`src/rtl/syncTimerPkg.sv`:
```
package syncTimerPkg;
  localparam int NUM_SYNC = 2;
  localparam int DLY_W    = 8;
  localparam int CNT_W    = 16;
  localparam int PRE_W    = 4;
  localparam int DATA_W   = 16;

  // Write strobes from control to the delay datapath
  typedef struct packed {
    logic [NUM_SYNC-1:0]            dlyLoad;
    logic [NUM_SYNC-1:0][DLY_W-1:0] dlyValue;
  } dlyCmd_t;
endpackage

```
`src/rtl/syncDelayPath.sv`:
```
module syncDelayPath
  import syncTimerPkg::*;
#(
  parameter int LINE_DEPTH = 2 ** DLY_W
) (
  input  logic                           clk,
  input  logic                           rst,
  input  dlyCmd_t                        cmd,
  input  logic [NUM_SYNC-1:0]            syncIn,
  output logic [NUM_SYNC-1:0]            syncOut,
  output logic [NUM_SYNC-1:0][DLY_W-1:0] dlyCur
);
  for (genvar c = 0; c < NUM_SYNC; c++) begin : gChan
    logic [LINE_DEPTH-1:0] line;
    logic [DLY_W-1:0]      dlyReg;
    logic                  outReg;

    always_ff @(posedge clk) begin
      if (rst) begin
        line   <= '0;
        dlyReg <= '0;
        outReg <= 1'b0;
      end else begin
        line   <= {line[LINE_DEPTH-2:0], syncIn[c]};
        outReg <= line[dlyReg];
        if (cmd.dlyLoad[c]) dlyReg <= cmd.dlyValue[c];
      end
    end

    assign syncOut[c] = outReg;
    assign dlyCur[c]  = dlyReg;
  end
endmodule

```
`src/rtl/syncCtrl.sv`:
```
module syncCtrl
  import syncTimerPkg::*;
#(
  parameter int               ADDR_W    = 3,
  parameter logic [CNT_W-1:0] COUNT_RST = 16'h00FF,
  parameter int               DLY_ADDR  = 3,
  parameter int               CNT_ADDR  = 4
) (
  input  logic                           clk,
  input  logic                           rst,
  input  logic                           wrEn,
  input  logic [ADDR_W-1:0]              addr,
  input  logic [DATA_W-1:0]              wrData,
  output logic [DATA_W-1:0]              rdData,
  input  logic [NUM_SYNC-1:0][DLY_W-1:0] dlyCur,
  output dlyCmd_t                        cmd,
  output logic                           tc,
  output logic [CNT_W+PRE_W-1:0]         timerVal,
  output logic [CNT_W-1:0]               countCfg
);
  localparam int TIM_W = CNT_W + PRE_W;
  localparam logic [ADDR_W-1:0] DLY_SEL = ADDR_W'(DLY_ADDR);
  localparam logic [ADDR_W-1:0] CNT_SEL = ADDR_W'(CNT_ADDR);

  logic [CNT_W-1:0] countReg;
  logic [TIM_W-1:0] timer;
  logic             atZero;

  always_comb begin
    cmd.dlyLoad = {NUM_SYNC{wrEn && (addr == DLY_SEL)}};
    for (int c = 0; c < NUM_SYNC; c++)
      cmd.dlyValue[c] = wrData[c*DLY_W +: DLY_W];
  end

  assign atZero = (timer == '0);

  always_ff @(posedge clk) begin
    if (rst) begin
      countReg <= COUNT_RST;
      timer    <= {COUNT_RST, {PRE_W{1'b1}}};
    end else begin
      if (atZero) timer <= {countReg, {PRE_W{1'b1}}};
      else        timer <= timer - TIM_W'(1);
      if (wrEn && (addr == CNT_SEL)) countReg <= wrData[CNT_W-1:0];
    end
  end

  always_comb begin
    if (addr == DLY_SEL)      rdData = DATA_W'(dlyCur);
    else if (addr == CNT_SEL) rdData = DATA_W'(countReg);
    else                      rdData = '0;
  end

  assign tc       = atZero;
  assign timerVal = timer;
  assign countCfg = countReg;
endmodule

```
`src/rtl/syncTimer.sv`:
```
module syncTimer
  import syncTimerPkg::*;
#(
  parameter int               ADDR_W    = 3,
  parameter logic [CNT_W-1:0] COUNT_RST = 16'h00FF,
  parameter int               DLY_ADDR  = 3,
  parameter int               CNT_ADDR  = 4
) (
  input  logic              clk,
  input  logic              rst,
  input  logic              wrEn,
  input  logic [ADDR_W-1:0] addr,
  input  logic [15:0]       wrData,
  output logic [15:0]       rdData,
  input  logic              sa,
  input  logic              sb,
  output logic              dsa,
  output logic              dsb,
  output logic              tc
);
  dlyCmd_t                        cmd;
  logic [NUM_SYNC-1:0][DLY_W-1:0] dlyCur;
  logic [NUM_SYNC-1:0]            syncOut;
  logic [CNT_W+PRE_W-1:0]         timerVal;
  logic [CNT_W-1:0]               countCfg;

  syncCtrl #(
    .ADDR_W(ADDR_W), .COUNT_RST(COUNT_RST),
    .DLY_ADDR(DLY_ADDR), .CNT_ADDR(CNT_ADDR)
  ) uCtrl (
    .clk(clk), .rst(rst), .wrEn(wrEn), .addr(addr), .wrData(wrData),
    .rdData(rdData), .dlyCur(dlyCur), .cmd(cmd), .tc(tc),
    .timerVal(timerVal), .countCfg(countCfg)
  );

  syncDelayPath uPath (
    .clk(clk), .rst(rst), .cmd(cmd), .syncIn({sb, sa}),
    .syncOut(syncOut), .dlyCur(dlyCur)
  );

  assign dsa = syncOut[0];
  assign dsb = syncOut[1];
endmodule

```
`config.mk`:
```
export PLATFORM = sky130hd
export DESIGN_NAME = syncTimer
export DESIGN_NICKNAME = d
export VERILOG_FILES = /design/src/rtl/syncTimerPkg.sv /design/src/rtl/syncDelayPath.sv /design/src/rtl/syncCtrl.sv /design/src/rtl/syncTimer.sv
export SDC_FILE = /design/constraint.sdc
export NUM_CORES = 1
export LEC_CHECK = 0
export BUFFER_PORTS_ARGS = -buffer_cell sky130_fd_sc_hd__buf_2
export CORE_MARGIN = 2
export CORE_UTILIZATION = 42
export DETAILED_ROUTE_END_ITERATION = 16
export SLEW_MARGIN = 10
export SYNTH_ARGS = -nofsm -noshare
export SYNTH_HDL_FRONTEND = slang
export SYNTH_SLANG_ARGS = --single-unit
```
`constraint.sdc`:
```
create_clock -name clk -period 3.4 [get_ports clk]
set_clock_uncertainty 0.05 [all_clocks]
set_input_delay 1.02 -clock clk [delete_from_list [all_inputs] [get_ports clk]]
set_output_delay 1.02 -clock clk [all_outputs]
set_load 0.03 [all_outputs]
```
==> impl_metrics.csv, run 1 <==
group,metric,value,unit
yosys,synth-edff-count,0,
global_routing,grt_usage,16.4,%
yosys,ys_ff_latch,566,
yosys,synth_compound_area_share,4.51,%
cells_and_area,mostFrequentLayoutCells,"dfxtp_1, nor2b_1, mux4_2",
clock_tree,clk_pin_slew,0.06,ns
sta,hold_viol,0,
pwr,p_leak,8.49,nW
cells_and_area,final_cell_area,23300,um^2
yosys,postSynth.asyncResetShare,0,%
pwr,p_sw,2.80,mW
pwr,ir_drop,0.000407,V
clock_tree,htree_levels,2,
sta,period_minus_slack,3.25,ns
clock_tree,clkSinkCount,566,
cells_and_area,nNetsFinal,1781,
floorplanning,core_area,47800,um^2
yosys,ys_seq_area_share,55.5,%
floorplanning,num_rows,80,
pwr,power,13.2,mW
clock_tree,cts_tree,"yes",
sta,setup_viol,0,
drt,routed_via_density,5.06,
yosys,syn_area_per_cell,11.9,um^2
cells_and_area,final_common_cell,"dfxtp_1",
yosys,yosysUniqueCellTypes,59,
yosys,synthesis.area,20400,um^2
yosys,syn-num-nets,1742,
floorplanning,die_h,224,um
global_routing,grt_antenna_before_repair,0,
cells_and_area,diodes,0,
cells_and_area,final_core_util,48.7,%
cells_and_area,fillers,4298,
floorplanning,start_util,42.6,%
yosys,synth-simple-area-share,20.6,%
yosys,netlist_top_cells_area,"dfxtp_1, nor2b_1, mux4_2",
sta,setup-tns-final,0,ns
cells_and_area,drive_above_1_share,18.5,%
clock_tree,cts_max_path_buffers,3,
yosys,synth_cells,1716,
place,dpl_cell_area,21200,um^2
sta,slew_violations,0,
place,dp_slack,0.381,ns
drt,drc,0,
pwr,intPower,10.4,mW
place,globalplace.congestion,0.756,
yosys,synth_top_cell_area_share,55.5,%
job,drv_cap,0,
global_routing,grt_overflow,0,
yosys,synth_top_family_by_area,"simple AND/OR/NAND/NOR gates",
drt,vias,12191,
drt,ant_nets,0,
global_routing,grt_start_max_net_pins,221,
yosys,synth_top_cell_by_area,"dfxtp_1",
floorplanning,die_area,50400,um^2
drt,drt_iter0_drc,789,
yosys,yosys.area_share.xor_xnor,0.644,%
sta,max_freq,307,MHz
setup_path,crit_fanout,5,
floorplanning,io_pins,43,
place,hpwl,24800,um
clock_tree,insertion_delay,0.61,ns
global_routing,grt_first_pass_wirelength,67100,um
drt,finalWirelength,40400,um
global_routing,grt_pass1_vias,12570,
setup_path,start_kind,"flop",
pwr,seq_power_share,50.6,%
yosys,synth_fa_ha_area_share,0.123,%
yosys,synth_ff_type,"dfxtp_1",
pwr,p_per_area,567,nW/um^2
setup_path,required,3.83,ns
worst_hold_path,hp-class,"reg2reg",
sta,finalCritPeriodShare,95.7,%
cells_and_area,syn_to_final_growth,14.1,%
pwr,switching_share,21.2,%
drt,routedWlPerCell,16.8,um
yosys,yosysWarnings,0,
floorplanning,die_x,224,um
setup_path,cp_data_arrival_time,3.69,ns
clock_tree,cts_hold_buffers,0,
drt,drtPass1Iterations,5,
clock_tree,numCtsBuffers,57,
pwr,power_frac_clock,47.1,%
sta,setup_slack,0.145,ns
clock_tree,cts-root-buf,"clkbuf_16",
yosys,synth_mux_area_share,15.6,%
run_status,outcome,"finished, final reports clean",
sta,worst_slew_pin_slew,1.04,ns
pwr,p_comb_share,2.3,%
setup_path,crit_type,"reg2reg",
sta,slew-limit-headroom,30.8,%
setup_path,end_kind,"flop",
place,portBuffers,42,
[registers in the layout, indices dropped and copies added, names as in the netlist]
register / count
uCtrl.countCfg: 16
uCtrl.timerVal: 20
uPath.gChan.dlyReg: 16
uPath.gChan.outReg: 2
uPath.gChan.line: 512
[cells in the mapped netlist (all sizes together) (8+ instances only)]
master / n
xnor2: 8
buf: 29
dfxtp: 566
and2: 8
nand2: 96
mux4: 124
nor2: 24
o221ai: 19
nand3b: 12
nand2b: 15
a211oi: 12
clkbuf: 93
a21oi: 30
nor3: 9
mux2i: 38
o21ai: 13
a22o: 16
nor2b: 519
[final timing paths]
| kind | startpoint | endpoint | slack (ns) | cells after the start |
|---|---|---|---|---|
| setup / recovery | uCtrl.timerVal[0]$_SDFF_PP1_ | uCtrl.timerVal[3]$_SDFF_PP1_ | 0.15 | 23 |
| setup reg to reg | uCtrl.timerVal[0]$_SDFF_PP1_ | uCtrl.timerVal[3]$_SDFF_PP1_ | 0.15 | 23 |
| hold / removal | uCtrl.timerVal[0]$_SDFF_PP1_ | uCtrl.timerVal[0]$_SDFF_PP1_ | 0.38 | 1 |
| hold reg to reg | uCtrl.timerVal[0]$_SDFF_PP1_ | uCtrl.timerVal[0]$_SDFF_PP1_ | 0.38 | 1 |
[cell type report]
type,instances,area [um^2],share of cell area (%)
Clock inverter,18,200,0.860
Inverter,7,26.3,0.113
Clock buffer,82,1680,7.22
Tap cell,615,769,3.30
Multi-Input combinational cell,1021,8480,36.4
Timing Repair Buffer,102,777,3.34
Sequential cell,566,11300,48.7
[through the flow]
| step | hold slack, ns | std cells |
|---|---|---|
| floorplan | 0.342 | 1716 |
| global placement | 0.356 | 2292 |
| detailed placement | 0.370 | 2292 |
| CTS | 0.381 | 2410 |
| global route | 0.401 | 2411 |
| finish | 0.382 | 2411 |
[routing by layer]
| layer | GRT usage [%] | up-vias | part of all wire [%] |
|---|---|---|---|
| li1 | - | 5919 | - |
| met1 | 23.4 | 6006 | 50 |
| met2 | 25.3 | 201 | 44 |
| met3 | 3.45 | 65 | 4.0 |
| met4 | 4.76 | 0 | 2.1 |
| met5 | 0 | - | 0 |
[what timing repair did]
action                                  4_1_cts  5_1_grt
endpoints found under the setup margin        1        5
resized for setup                             4        8
pin swaps                                     3        2
cloned                                        0        0
endpoints found under the hold margin         0        0
buffers inserted                             18        1
[cells by family after synthesis]
| family | Yosys count |
|---|---|
| compound gates | 129 |
| xor+xnor | 15 |
| fa+ha+maj | 2 |
| buf+inv | 129 |
| flops | 566 |
| mux | 163 |
| simple gates | 712 |
[power by group through the flow]
stage / clock, mW / sequential [mW] / combinational, mW
global placement: 0 / 6.83 / 0.302
CTS: 6.39 / 6.68 / 0.306
global route: 6.67 / 6.68 / 0.334
finish: 6.22 / 6.68 / 0.303
detailed placement: 0 / 6.83 / 0.305
floorplan: 0 / 6.81 / 0.224
[critical path: stages (launching register included)]
cell and delay (ns):
dfxtp_4 0.37, inv_2 0.04, ha_1 0.18, and2_0 0.13, nand4b_1 0.13, inv_2 0.06
buf_4 0.13, buf_4 0.13, buf_4 0.12, buf_4 0.12, buf_4 0.12, buf_4 0.12
buf_4 0.12, buf_4 0.12, buf_4 0.12, buf_4 0.12, buf_4 0.12, buf_4 0.12
buf_4 0.12, buf_4 0.12, buf_4 0.12, buf_4 0.13, nor2_4 0.15, nand3_2 0.09
Note: power is estimated with default switching activity, not from simulation.
==> inputs of run 2 (changes only) <==
--- a/config.mk
+++ b/config.mk
@@ -9,6 +9,8 @@
 export CORE_MARGIN = 2
 export CORE_UTILIZATION = 42
 export DETAILED_ROUTE_END_ITERATION = 16
+export RECOVER_POWER = 25
+export SETUP_SLACK_MARGIN = 0.05
 export SLEW_MARGIN = 10
 export SYNTH_ARGS = -nofsm -noshare
 export SYNTH_HDL_FRONTEND = slang
==> impl_metrics.csv, run 2 (synthesis gave the netlist of run 1 again) <==
group,metric,value,unit
cells_and_area,regArea,11300,um^2
setup_path,required,2.33,ns
clock_tree,htree_levels,2,
floorplanning,io_pins,43,
global_routing,grt_antenna_before_repair,0,
floorplanning,die_area,50400,um^2
cells_and_area,drive_above_1_share,18.6,%
cells_and_area,diodes,0,
global_routing,grt_usage,16.4,%
drt,ant_nets,0,
place,hpwl,24800,um
pwr,p_leak,8.48,nW
sta,setup_slack,0.150,ns
floorplanning,core_area,47800,um^2
place,dpl_cell_area,21200,um^2
drt,routedWlPerCell,16.8,um
sta,setup-tns-final,0,ns
pwr,intPower,10.4,mW
floorplanning,num_rows,80,
clock_tree,cts_hold_buffers,0,
cells_and_area,multi_input_area,8490,um^2
sta,slew-limit-headroom,8.70,%
sta,slew_violations,0,
pwr,p_sw,2.80,mW
sta,max_freq,308,MHz
drt,drt_iter0_drc,696,
cells_and_area,mostFrequentLayoutCells,"dfxtp_1, nor2b_1, mux4_2",
clock_tree,clkSinkCount,566,
drt,routed_via_density,5.08,
sta,rsz0062_at_grt,"no",
cells_and_area,fillers,4302,
clock_tree,cts_tree,"yes",
setup_path,crit_type,"reg2out",
global_routing,grt_first_pass_wirelength,67100,um
setup_path,cp_data_arrival_time,2.18,ns
clock_tree,clk_pin_slew,0.06,ns
place,dp.cells,2292,
drt,drtPass1Iterations,5,
floorplanning,die_h,224,um
cells_and_area,final_cells,2411,
global_routing,grt_start_max_net_pins,221,
sta,period_minus_slack,3.25,ns
sta,worst_slew_pin_slew,1.37,ns
setup_path,crit_fanout,5,
drt,drc,0,
drt,finalWirelength,40500,um
clock_tree,insertion_delay,0.61,ns
pwr,power,13.2,mW
setup_path,cp_cell_sequence,"or4_4 > nor4_4 > nand4b_1 > inv_2 > buf_6",
run_status,outcome,"finished, final reports clean",
floorplanning,die_x,224,um
drt,vias,12236,
cells_and_area,syn_to_final_growth,14.1,%
setup_path,start_kind,"flop",
pwr,ir_drop,0.000407,V
pwr,seq_power_share,50.6,%
floorplanning,start_util,42.6,%
clock_tree,cts-root-buf,"clkbuf_16",
clock_tree,numCtsBuffers,57,
sta,hold_viol,0,
sta,setup_viol,0,
setup_path,end_kind,"output pin",
cells_and_area,largest_reg_flops,512,
cells_and_area,final_core_util,48.6,%
place,dp_slack,0.381,ns
cells_and_area,regMostFlops,"uPath.gChan.line",
global_routing,grt_overflow,0,
cells_and_area,nNetsFinal,1781,
pwr,p_comb_share,2.3,%
worst_hold_path,hp-class,"reg2reg",
cells_and_area,final_cell_area,23300,um^2
setup_path,slowest_delay,0.57,ns
clock_tree,cts_max_path_buffers,3,
sta,finalCritPeriodShare,95.6,%
pwr,switching_share,21.2,%
sta,fin_hold_ws,0.385,ns
pwr,power_frac_clock,47.1,%
place,globalplace.congestion,0.756,
pwr,p_per_area,567,nW/um^2
place,portBuffers,42,
setup_path,slowest_stage,"or4_4",
cells_and_area,final_common_cell,"dfxtp_1",
global_routing,grt_pass1_vias,12570,
job,drv_cap,0,
==> run 2: power by group through the flow <==
stage	clock network, mW	logic, mW	registers (mW)
CTS	6.39	0.306	6.68
global placement	0	0.302	6.83
detailed placement	0	0.305	6.83
global route	6.67	0.331	6.68
finish	6.21	0.300	6.68
floorplan	0	0.224	6.81
==> run 2: critical path, delay by kind of cell (launching register included) <==
kind	cells	cell delay, ns
simple gates	3	1.01
flops	1	0.32
buf+inv	2	0.24
==> run 2: worst paths after layout <==
kind | from | end | slack (ns) | cells after the start
hold reg to reg | uPath.gChan[0].line[110]$_SDFF_PP0_ | uPath.gChan[0].line[111]$_SDFF_PP0_ | 0.38 | 1
hold / removal | uPath.gChan[0].line[110]$_SDFF_PP0_ | uPath.gChan[0].line[111]$_SDFF_PP0_ | 0.38 | 1
setup / recovery | uCtrl.timerVal[9]$_SDFF_PP1_ | tc | 0.15 | 5
setup reg to reg | uCtrl.timerVal[0]$_SDFF_PP1_ | uCtrl.timerVal[3]$_SDFF_PP1_ | 0.16 | 23
==> run 2: per-layer routing <==
layer  GRT usage [%]  wire length (um)  part of all wire (%)  vias up
met5               0                 0                     0        -
met3            3.45              1510                   3.7       65
li1                -                 -                     -     5922
met4            4.76               856                   2.1        0
met1            23.4             20100                    50     6063
met2            25.3             18000                    45      186
==> run 2: final cells by class <==
type                            instances  area share [%]
Clock buffer                           82            7.23
Tap cell                              615            3.31
Timing Repair Buffer                  102            3.24
Sequential cell                       566            48.8
Inverter                                7           0.113
Multi-Input combinational cell       1021            36.5
Clock inverter                         18           0.860
==> run 2: what timing repair did <==
item | 4_1_cts | 5_1_grt
buffers inserted | 18 | 1
pin swaps | 3 | 3
resized for setup | 5 | 11
setup endpoints to repair | 1 | 5
